<file path="src/rtl/eidle_pkg.sv">
package eidle_pkg;

  typedef enum logic [2:0] {
    RULE_OFF,
    RULE_LINK,
    RULE_CFG,
    RULE_SPDFAIL,
    RULE_LPBK
  } rule_e;

  function automatic rule_e rule_of(input logic [2:0] sel);
    rule_e r;
    case (sel)
      3'b100:  r = RULE_LINK;
      3'b101:  r = RULE_CFG;
      3'b110:  r = RULE_SPDFAIL;
      3'b111:  r = RULE_LPBK;
      default: r = RULE_OFF;
    endcase
    return r;
  endfunction

  function automatic int max3(input int a, input int b, input int c);
    int m;
    m = (a > b) ? a : b;
    return (m > c) ? m : c;
  endfunction

endpackage

</file>
<file path="src/rtl/eidle_sel_decode.sv">
module eidle_sel_decode
  import eidle_pkg::*;
#(
  parameter int LONG_WIN = 16000,
  parameter int CFG_WIN  = 64,
  parameter int SPD_WIN  = 100,
  parameter int CNT_W    = 14
) (
  input  logic             clk,
  input  logic             rst_n,
  input  logic [2:0]       state_sel,
  input  logic             fc_upd_det,
  input  logic             skp_det,
  input  logic             ts_det,
  input  logic             idle_exit_det,
  output logic             enabled,
  output logic             sel_chg,
  output logic             hit,
  output logic [CNT_W-1:0] last
);

  localparam logic [CNT_W-1:0] LAST_LONG = CNT_W'(LONG_WIN - 1);
  localparam logic [CNT_W-1:0] LAST_CFG  = CNT_W'(CFG_WIN - 1);
  localparam logic [CNT_W-1:0] LAST_SPD  = CNT_W'(SPD_WIN - 1);

  logic [2:0] sel_q;
  rule_e      rule;

  function automatic logic [CNT_W-1:0] last_of(input rule_e r);
    case (r)
      RULE_CFG:     return LAST_CFG;
      RULE_SPDFAIL: return LAST_SPD;
      RULE_LINK,
      RULE_LPBK:    return LAST_LONG;
      default:      return '0;
    endcase
  endfunction

  function automatic logic watched(input rule_e r, input logic fc, input logic skp,
                                   input logic ts, input logic ext);
    case (r)
      RULE_LINK:    return fc | skp;
      RULE_CFG:     return ts;
      RULE_SPDFAIL,
      RULE_LPBK:    return ext;
      default:      return 1'b0;
    endcase
  endfunction

  always_ff @(posedge clk or negedge rst_n) begin
    if (!rst_n) sel_q <= 3'b000;
    else        sel_q <= state_sel;
  end

  always_comb begin
    rule    = rule_of(state_sel);
    enabled = (rule != RULE_OFF);
    sel_chg = (state_sel != sel_q);
    hit     = watched(rule, fc_upd_det, skp_det, ts_det, idle_exit_det);
    last    = last_of(rule);
  end

endmodule

</file>
<file path="src/rtl/eidle_window_timer.sv">
module eidle_window_timer #(
  parameter int CNT_W = 14
) (
  input  logic             clk,
  input  logic             rst_n,
  input  logic             clear,
  input  logic [CNT_W-1:0] last,
  output logic [CNT_W-1:0] cnt,
  output logic             expire
);

  logic at_last;

  assign at_last = (cnt == last);
  assign expire  = !clear && at_last;

  always_ff @(posedge clk or negedge rst_n) begin
    if (!rst_n)        cnt <= '0;
    else if (clear)    cnt <= '0;
    else if (!at_last) cnt <= cnt + 1'b1;
  end

endmodule

</file>
<file path="src/rtl/eidle_idle_latch.sv">
module eidle_idle_latch (
  input  logic clk,
  input  logic rst_n,
  input  logic enabled,
  input  logic eos,
  input  logic sel_chg,
  input  logic hit,
  input  logic expire,
  output logic idle_q
);

  logic idle_d;

  always_comb begin
    if (!enabled)            idle_d = 1'b0;
    else if (eos)            idle_d = 1'b1;
    else if (sel_chg || hit) idle_d = 1'b0;
    else if (expire)         idle_d = 1'b1;
    else                     idle_d = idle_q;
  end

  always_ff @(posedge clk or negedge rst_n) begin
    if (!rst_n) idle_q <= 1'b0;
    else        idle_q <= idle_d;
  end

endmodule

</file>
<file path="src/rtl/eidle_infer.sv">
module eidle_infer
  import eidle_pkg::*;
#(
  parameter int LONG_WIN = 16000,
  parameter int CFG_WIN  = 64,
  parameter int SPD_WIN  = 100
) (
  input  logic       clk,
  input  logic       rst_n,
  input  logic [2:0] state_sel,
  input  logic       fc_upd_det,
  input  logic       skp_det,
  input  logic       ts_det,
  input  logic       eidle_os_det,
  input  logic       idle_exit_det,
  output logic       idle_out
);

  localparam int MAX_WIN = max3(LONG_WIN, CFG_WIN, SPD_WIN);
  localparam int CNT_W   = (MAX_WIN < 2) ? 1 : $clog2(MAX_WIN);

  logic             enabled;
  logic             sel_chg;
  logic             hit;
  logic             clear;
  logic             expire;
  logic [CNT_W-1:0] last;
  logic [CNT_W-1:0] cnt;

  eidle_sel_decode #(
    .LONG_WIN (LONG_WIN),
    .CFG_WIN  (CFG_WIN),
    .SPD_WIN  (SPD_WIN),
    .CNT_W    (CNT_W)
  ) u_dec (
    .clk           (clk),
    .rst_n         (rst_n),
    .state_sel     (state_sel),
    .fc_upd_det    (fc_upd_det),
    .skp_det       (skp_det),
    .ts_det        (ts_det),
    .idle_exit_det (idle_exit_det),
    .enabled       (enabled),
    .sel_chg       (sel_chg),
    .hit           (hit),
    .last          (last)
  );

  assign clear = !enabled || sel_chg || hit;

  eidle_window_timer #(.CNT_W(CNT_W)) u_tmr (
    .clk    (clk),
    .rst_n  (rst_n),
    .clear  (clear),
    .last   (last),
    .cnt    (cnt),
    .expire (expire)
  );

  eidle_idle_latch u_lat (
    .clk     (clk),
    .rst_n   (rst_n),
    .enabled (enabled),
    .eos     (eidle_os_det),
    .sel_chg (sel_chg),
    .hit     (hit),
    .expire  (expire),
    .idle_q  (idle_out)
  );

endmodule

</file>
<file path="config.mk">
export PLATFORM = sky130hd
export DESIGN_NAME = eidle_infer
export DESIGN_NICKNAME = d
export VERILOG_FILES = /design/src/rtl/eidle_pkg.sv /design/src/rtl/eidle_sel_decode.sv /design/src/rtl/eidle_window_timer.sv /design/src/rtl/eidle_idle_latch.sv /design/src/rtl/eidle_infer.sv
export SDC_FILE = /design/constraint.sdc
export NUM_CORES = 1
export LEC_CHECK = 0
export ABC_CLOCK_PERIOD_IN_PS = 4770
export BUFFER_PORTS_ARGS = -buffer_cell sky130_fd_sc_hd__buf_2
export CAP_MARGIN = 20
export CORE_ASPECT_RATIO = 0.6
export CORE_MARGIN = 3
export CORE_UTILIZATION = 48
export CTS_CLUSTER_DIAMETER = 120
export DETAILED_ROUTE_END_ITERATION = 10
export GPL_TIMING_DRIVEN = 0
export PLACE_DENSITY = 0.67
export SLEW_MARGIN = 40
export SYNTH_ARGS = -nofsm -noshare
export SYNTH_HDL_FRONTEND = slang
export SYNTH_SLANG_ARGS = --single-unit
</file>
<file path="constraint.sdc">
create_clock -name clk -period 4.77 [get_ports clk]
set_input_delay 0.954 -clock clk [delete_from_list [all_inputs] [get_ports clk]]
set_output_delay 0.954 -clock clk [all_outputs]
set_load 0.03 [all_outputs]
</file>
Yosys cells after proc, flatten, opt, wreduce, memory -nomap -nowiden

Cells that the tools add are included.

Flip-flop bits (word level): 18
Bits of input ports: 10
Output and inout bits: 1

Add/sub/neg operators: 1
Eq/ne operators: 12
Multiplexer cells: 9
Bitwise gates (word level): 1
Reductions and logical operators: 9

Operators by type and width:

| kind                    | count |
|---|---|
| $pmux W14 S3            | 1 |
| $mux W14                | 2 |
| $eq A3 B3 Y1 const B    | 5 |
| $add A14 B1 Y14 const B | 1 |
| $eq A14 B14 Y1          | 1 |
| $pmux W3 S4             | 1 |
| $eq A3 B2 Y1 const B    | 2 |
| $mux W1                 | 4 |
| $ne A4 B4 Y1 const B    | 1 |
| $reduce_or A2 Y1        | 2 |
| $eq A3 B1 Y1 const B    | 1 |
| $logic_or A1 B1 Y1      | 3 |
| $ne A3 B3 Y1            | 1 |
| $pmux W1 S3             | 1 |
| $reduce_bool A3 Y1      | 1 |
| $logic_not A1 Y1        | 2 |
| $ne A2 B1 Y1 const B    | 1 |
| $logic_and A1 B1 Y1     | 1 |
| $or A1 B1 Y1            | 1 |

Longest topological paths before layout

Depth after elaboration: 12
Mapped depth: 7
Gate-level depth less buffers: 6

Hierarchy

A second synthesis with hierarchy kept.

Cell total of the unflattened synthesis: 151
Area, all modules: 1358.8 um2

By module, submodules not included:

| module             | times used | cells each | area each (um2) | sequential area each (um2) |
|---|---|---|---|---|
| eidle_window_timer | 1          | 116        | 1046.0          | 350.3 |
| eidle_sel_decode   | 1          | 30         | 262.8           | 75.1 |
| eidle_idle_latch   | 1          | 4          | 41.3            | 25.0 |
| eidle_infer        | 1          | 1          | 8.8             | 0.0 |

Worst setup path after synthesis

No wires, ideal clock.

Kind: input to register
Start: input port state_sel[2]
End: register u_tmr.cnt[7]
Setup time: 0.138 ns
Arrival: 2.369 ns
Path slack: 2.263 ns
Cell stages on the path: 7
Path buffers: 2
Cell sequence: buf_6 -> or4_4 -> a221oi_2 -> and2_1 -> buf_6 -> a311o_2 -> a21oi_1

Word-level cells in the longest chain between the ends: 7

RTL lines:

| what                                                 | RTL line                                       | text |
|---|---|---|
| from (decl)                                          | eidle_infer.sv:10                              | `input logic [2:0] state_sel,` |
| $eq A3 B3 Y1                                         | eidle_pkg.sv:13                                | `case (sel)` |
| $pmux W3 S4                                          | eidle_pkg.sv:13                                |  |
| $eq A3 B1 Y1, or another cell as far along           | eidle_sel_decode.sv:30, eidle_sel_decode.sv:41 |  |
| $reduce_or A2 Y1, or another cell as far along       | eidle_sel_decode.sv:30                         | `case (r)` |
| $pmux W14 S3, or another cell as far along           | eidle_sel_decode.sv:30                         |  |
| $eq A14 B14 Y1 or $logic_or A1 B1 Y1 (tied branches) | eidle_window_timer.sv:14, eidle_infer.sv:49    |  |
| $ne A2 B1 Y1 (no line) or $mux W14 (tied branches)   | --                                             |  |
| to (signal assigned)                                 | eidle_window_timer.sv:20                       | `else if (!at_last) cnt <= cnt + 1'b1;` |
| to (decl)                                            | eidle_window_timer.sv:8                        | `output logic [CNT_W-1:0] cnt,` |

Parallel ways exist; a longest one is shown, timed or not.
A chain may end at the register's enable or synchronous reset.

Worst setup path in the final report

Start: input port state_sel[2]
End: register u_tmr.cnt[4]

Same word-level chain as after synthesis.

==> run summary <==
status = finished, final reports clean
RSZ-0062 raised after global routing = no
Reg2Reg Launch Point = u_tmr.cnt[5]$_DFFE_PN0P_
syn avg cell area = 9.271 sq um
clock latency at the later pin of the worst-skew pair = 260 ps
IO buf count = 10
r2r setup slk = 2630 ps
Setup TNS = 0 ps
Antenna diodes = 0
DP HPWL = 1.843 mm
ys async rst share = 1.000
Slew Viols, Final = 0
final setup fails = 0
Static Leak = 0.4984 nW
CP Cell Sequence = buf_2 > buf_6 > or4_4 > a221oi_2 > and2_1 > buf_6 > nand3_4 > a31oi_2
largest cells by area after synthesis = dfrtp_1 (40%), xnor2_1 (3.9%), nand3_1 (3.5%)
post-route insts no fill = 164
DRC errors left = 0
# hold bufs at CTS = 0
area occupied by multi-input gates = 624.3 sq um
fill count = 174
CTS Buffer Depth = 2
mapped cell area = 1131 sq um
critical path launch point = state_sel[2]
Flop pwr share = 0.493
Clock Pin Slew Worst Setup and Hold Paths = 70 ps
synthesized instance count = 122
Startpoint Class = input port
clock network power share = 0.411
Peak Freq = 393.4 MHz
vias = 999
Num Clock Sinks = 18
die area = 2994 sq um
all-layer global routing usage = 0.1866
Die Ht = 43.60 um
final period utilization = 0.5329
nets = 148
Yosys reg bits = 18
internal power = 0.0002398 W
final hold vios = 0
Synth top cells by count = dfrtp_1 (18), nand3_1 (8), inv_1 (7), nand2_1 (7), nor2_1 (7)
Placement Cell Area = 1216 sq um
HP Class = register to register
CP dominant cell by count = buf_6
routability cong. = 0.8370
Synth cell types = 47
Worst setup EP type = register
largest net degree at the start of global routing = 19
CP max-delay cell = or4_4
Clock Root Buffer = clkbuf_8
Yosys top cell area share = 0.3982
drt first-iter violations = 138
Initial Util = 0.5580
setup ws final = 2228 ps
switching pwr = 0.00007550 W
CTS tree = built
Vias/cell = 6.091
delay of the slowest critical-path stage = 510 ps
number of instances in the placed design = 160
area leader, netlist = dfrtp_1
min cycle time layout = 2542 ps
wirelength, routed = 2.475 mm
CTS Buf Count = 3
Worst Path Arrival = 2730 ps
register area = 450.4 sq um
Final ANT Viol Nets = 0
post-CTS resize count = 0
row count = 12
router iterations before antenna repair = 4
Combinational Power Share = 0.096
PwrDens = 248.0 nW/um^2
area delta synth->final = 12.39%
share of cells above drive strength 1 = 0.1838
Net Sw Frac = 0.2394
Required @ worst endpoint = 4960 ps
hold path depth = 1
setup bufs post-CTS = 0
Top FF cell, synth = dfrtp_1
Overflow after GRT = 0
total power = 0.0003153 W
crit path capture = u_tmr.cnt[4]$_DFFE_PN0P_
Worst Skew = 1.333 ps
core area = 2027 sq um
Post-synth EDFFs = 0
Ports = 11
Syn Nets = 133
Worst R2R Path Depth = 6
r2r endpoint = u_tmr.cnt[4]$_DFFE_PN0P_
dpl ws = 1991 ps
sequential area share after synthesis = 0.3982
first-pass GRT wire length = 4.126 mm
design area = 1271 sq um
antenna violations before repair = 0
Worst-Margin Slew = 775.0 ps
Max-Cap Viols = 0
Worst IR Drop VDD = 0.1760 mV
vias in the first global route = 846
die width = 68.67 um
WS Path Type = input port to register
htree depth = 1
Worst Path Max Fanout = 9
warnings from Yosys = 0
relative slew slack = 0.4810
most common cell in the netlist = dfrtp_1
Avg WL per Cell = 15.09 um
state kept, by name, indices dropped and copies added, names as in the netlist:
register	count
u_lat.idle_q	1
u_dec.sel_q	3
u_tmr.cnt	14
critical path: cells and delay by family:
kind | cells | cell delay (ps)
AND/OR/NAND/NOR | 3 | 800
AO/OA/AOI/OAI | 2 | 590
buffers and inverters | 3 | 370
how the worst min path moves through the flow:
stage	startpoint	end	slack, ps
finish	u_tmr.cnt[0]$_DFFE_PN0P_	u_tmr.cnt[0]$_DFFE_PN0P_	560
global route	u_tmr.cnt[0]$_DFFE_PN0P_	u_tmr.cnt[0]$_DFFE_PN0P_	590
CTS	u_tmr.cnt[0]$_DFFE_PN0P_	u_tmr.cnt[0]$_DFFE_PN0P_	560
detailed placement	u_tmr.cnt[0]$_DFFE_PN0P_	u_tmr.cnt[0]$_DFFE_PN0P_	550
global placement	u_tmr.cnt[0]$_DFFE_PN0P_	u_tmr.cnt[0]$_DFFE_PN0P_	540
floorplan	u_tmr.cnt[0]$_DFFE_PN0P_	u_tmr.cnt[0]$_DFFE_PN0P_	510
layer usage:
layer	track usage	part of all wire
met5	0	0
met4	0.02372	0.0024
met2	0.2372	0.38
met3	0.06477	0.095
met1	0.3014	0.53
kinds of logic after synthesis:
family	synth area share
xor gates and xnor gates	0.04646
DFF	0.3982
AOI/OAI and AO/OA	0.1914
buffers and inverters	0.04978
adders and majority gates	0.01106
and+or+nand+nor	0.3031
power groups by stage:
stage                     clock (W)  sequential, W  combinational (W)
after floorplan                   0       0.000159          0.0000173
after global placement            0       0.000158          0.0000298
after detailed placement          0       0.000158          0.0000302
after CTS                  0.000131       0.000155          0.0000304
after global routing       0.000140       0.000156          0.0000336
final                      0.000129       0.000156          0.0000303
layout make-up:
cell class / instances / area share
clock buffers: 4 / 0.04331
multi-input cells: 93 / 0.4911
flip-flops and latches: 18 / 0.3543
repair buffers: 10 / 0.03937
plain buffers: 4 / 0.02362
well taps: 28 / 0.02756
inverters: 7 / 0.02067
metrics by stage:
step             util  hold WS (ps)
4_1_cts        0.6272         560.9
2_1_floorplan       -         507.9
6_report       0.6272         561.2
3_5_place_dp   0.6000         550.9
3_3_place_gp   0.6000         544.1
5_1_grt        0.6272         590.1
cell usage in the layout, fill, tap and decap left out, types with 4 or more instances in the layout:
cell type  instances
o21ai_0            4
and3_1             4
xnor2_1            5
nor2_1             7
dfrtp_1           18
or3_1              5
buf_2             10
nand4_1            5
a21oi_1            5
inv_1              7
nand3_1            8
nand2_1            7
clkbuf_8           4
Note: power is estimated with default switching activity, not from simulation.
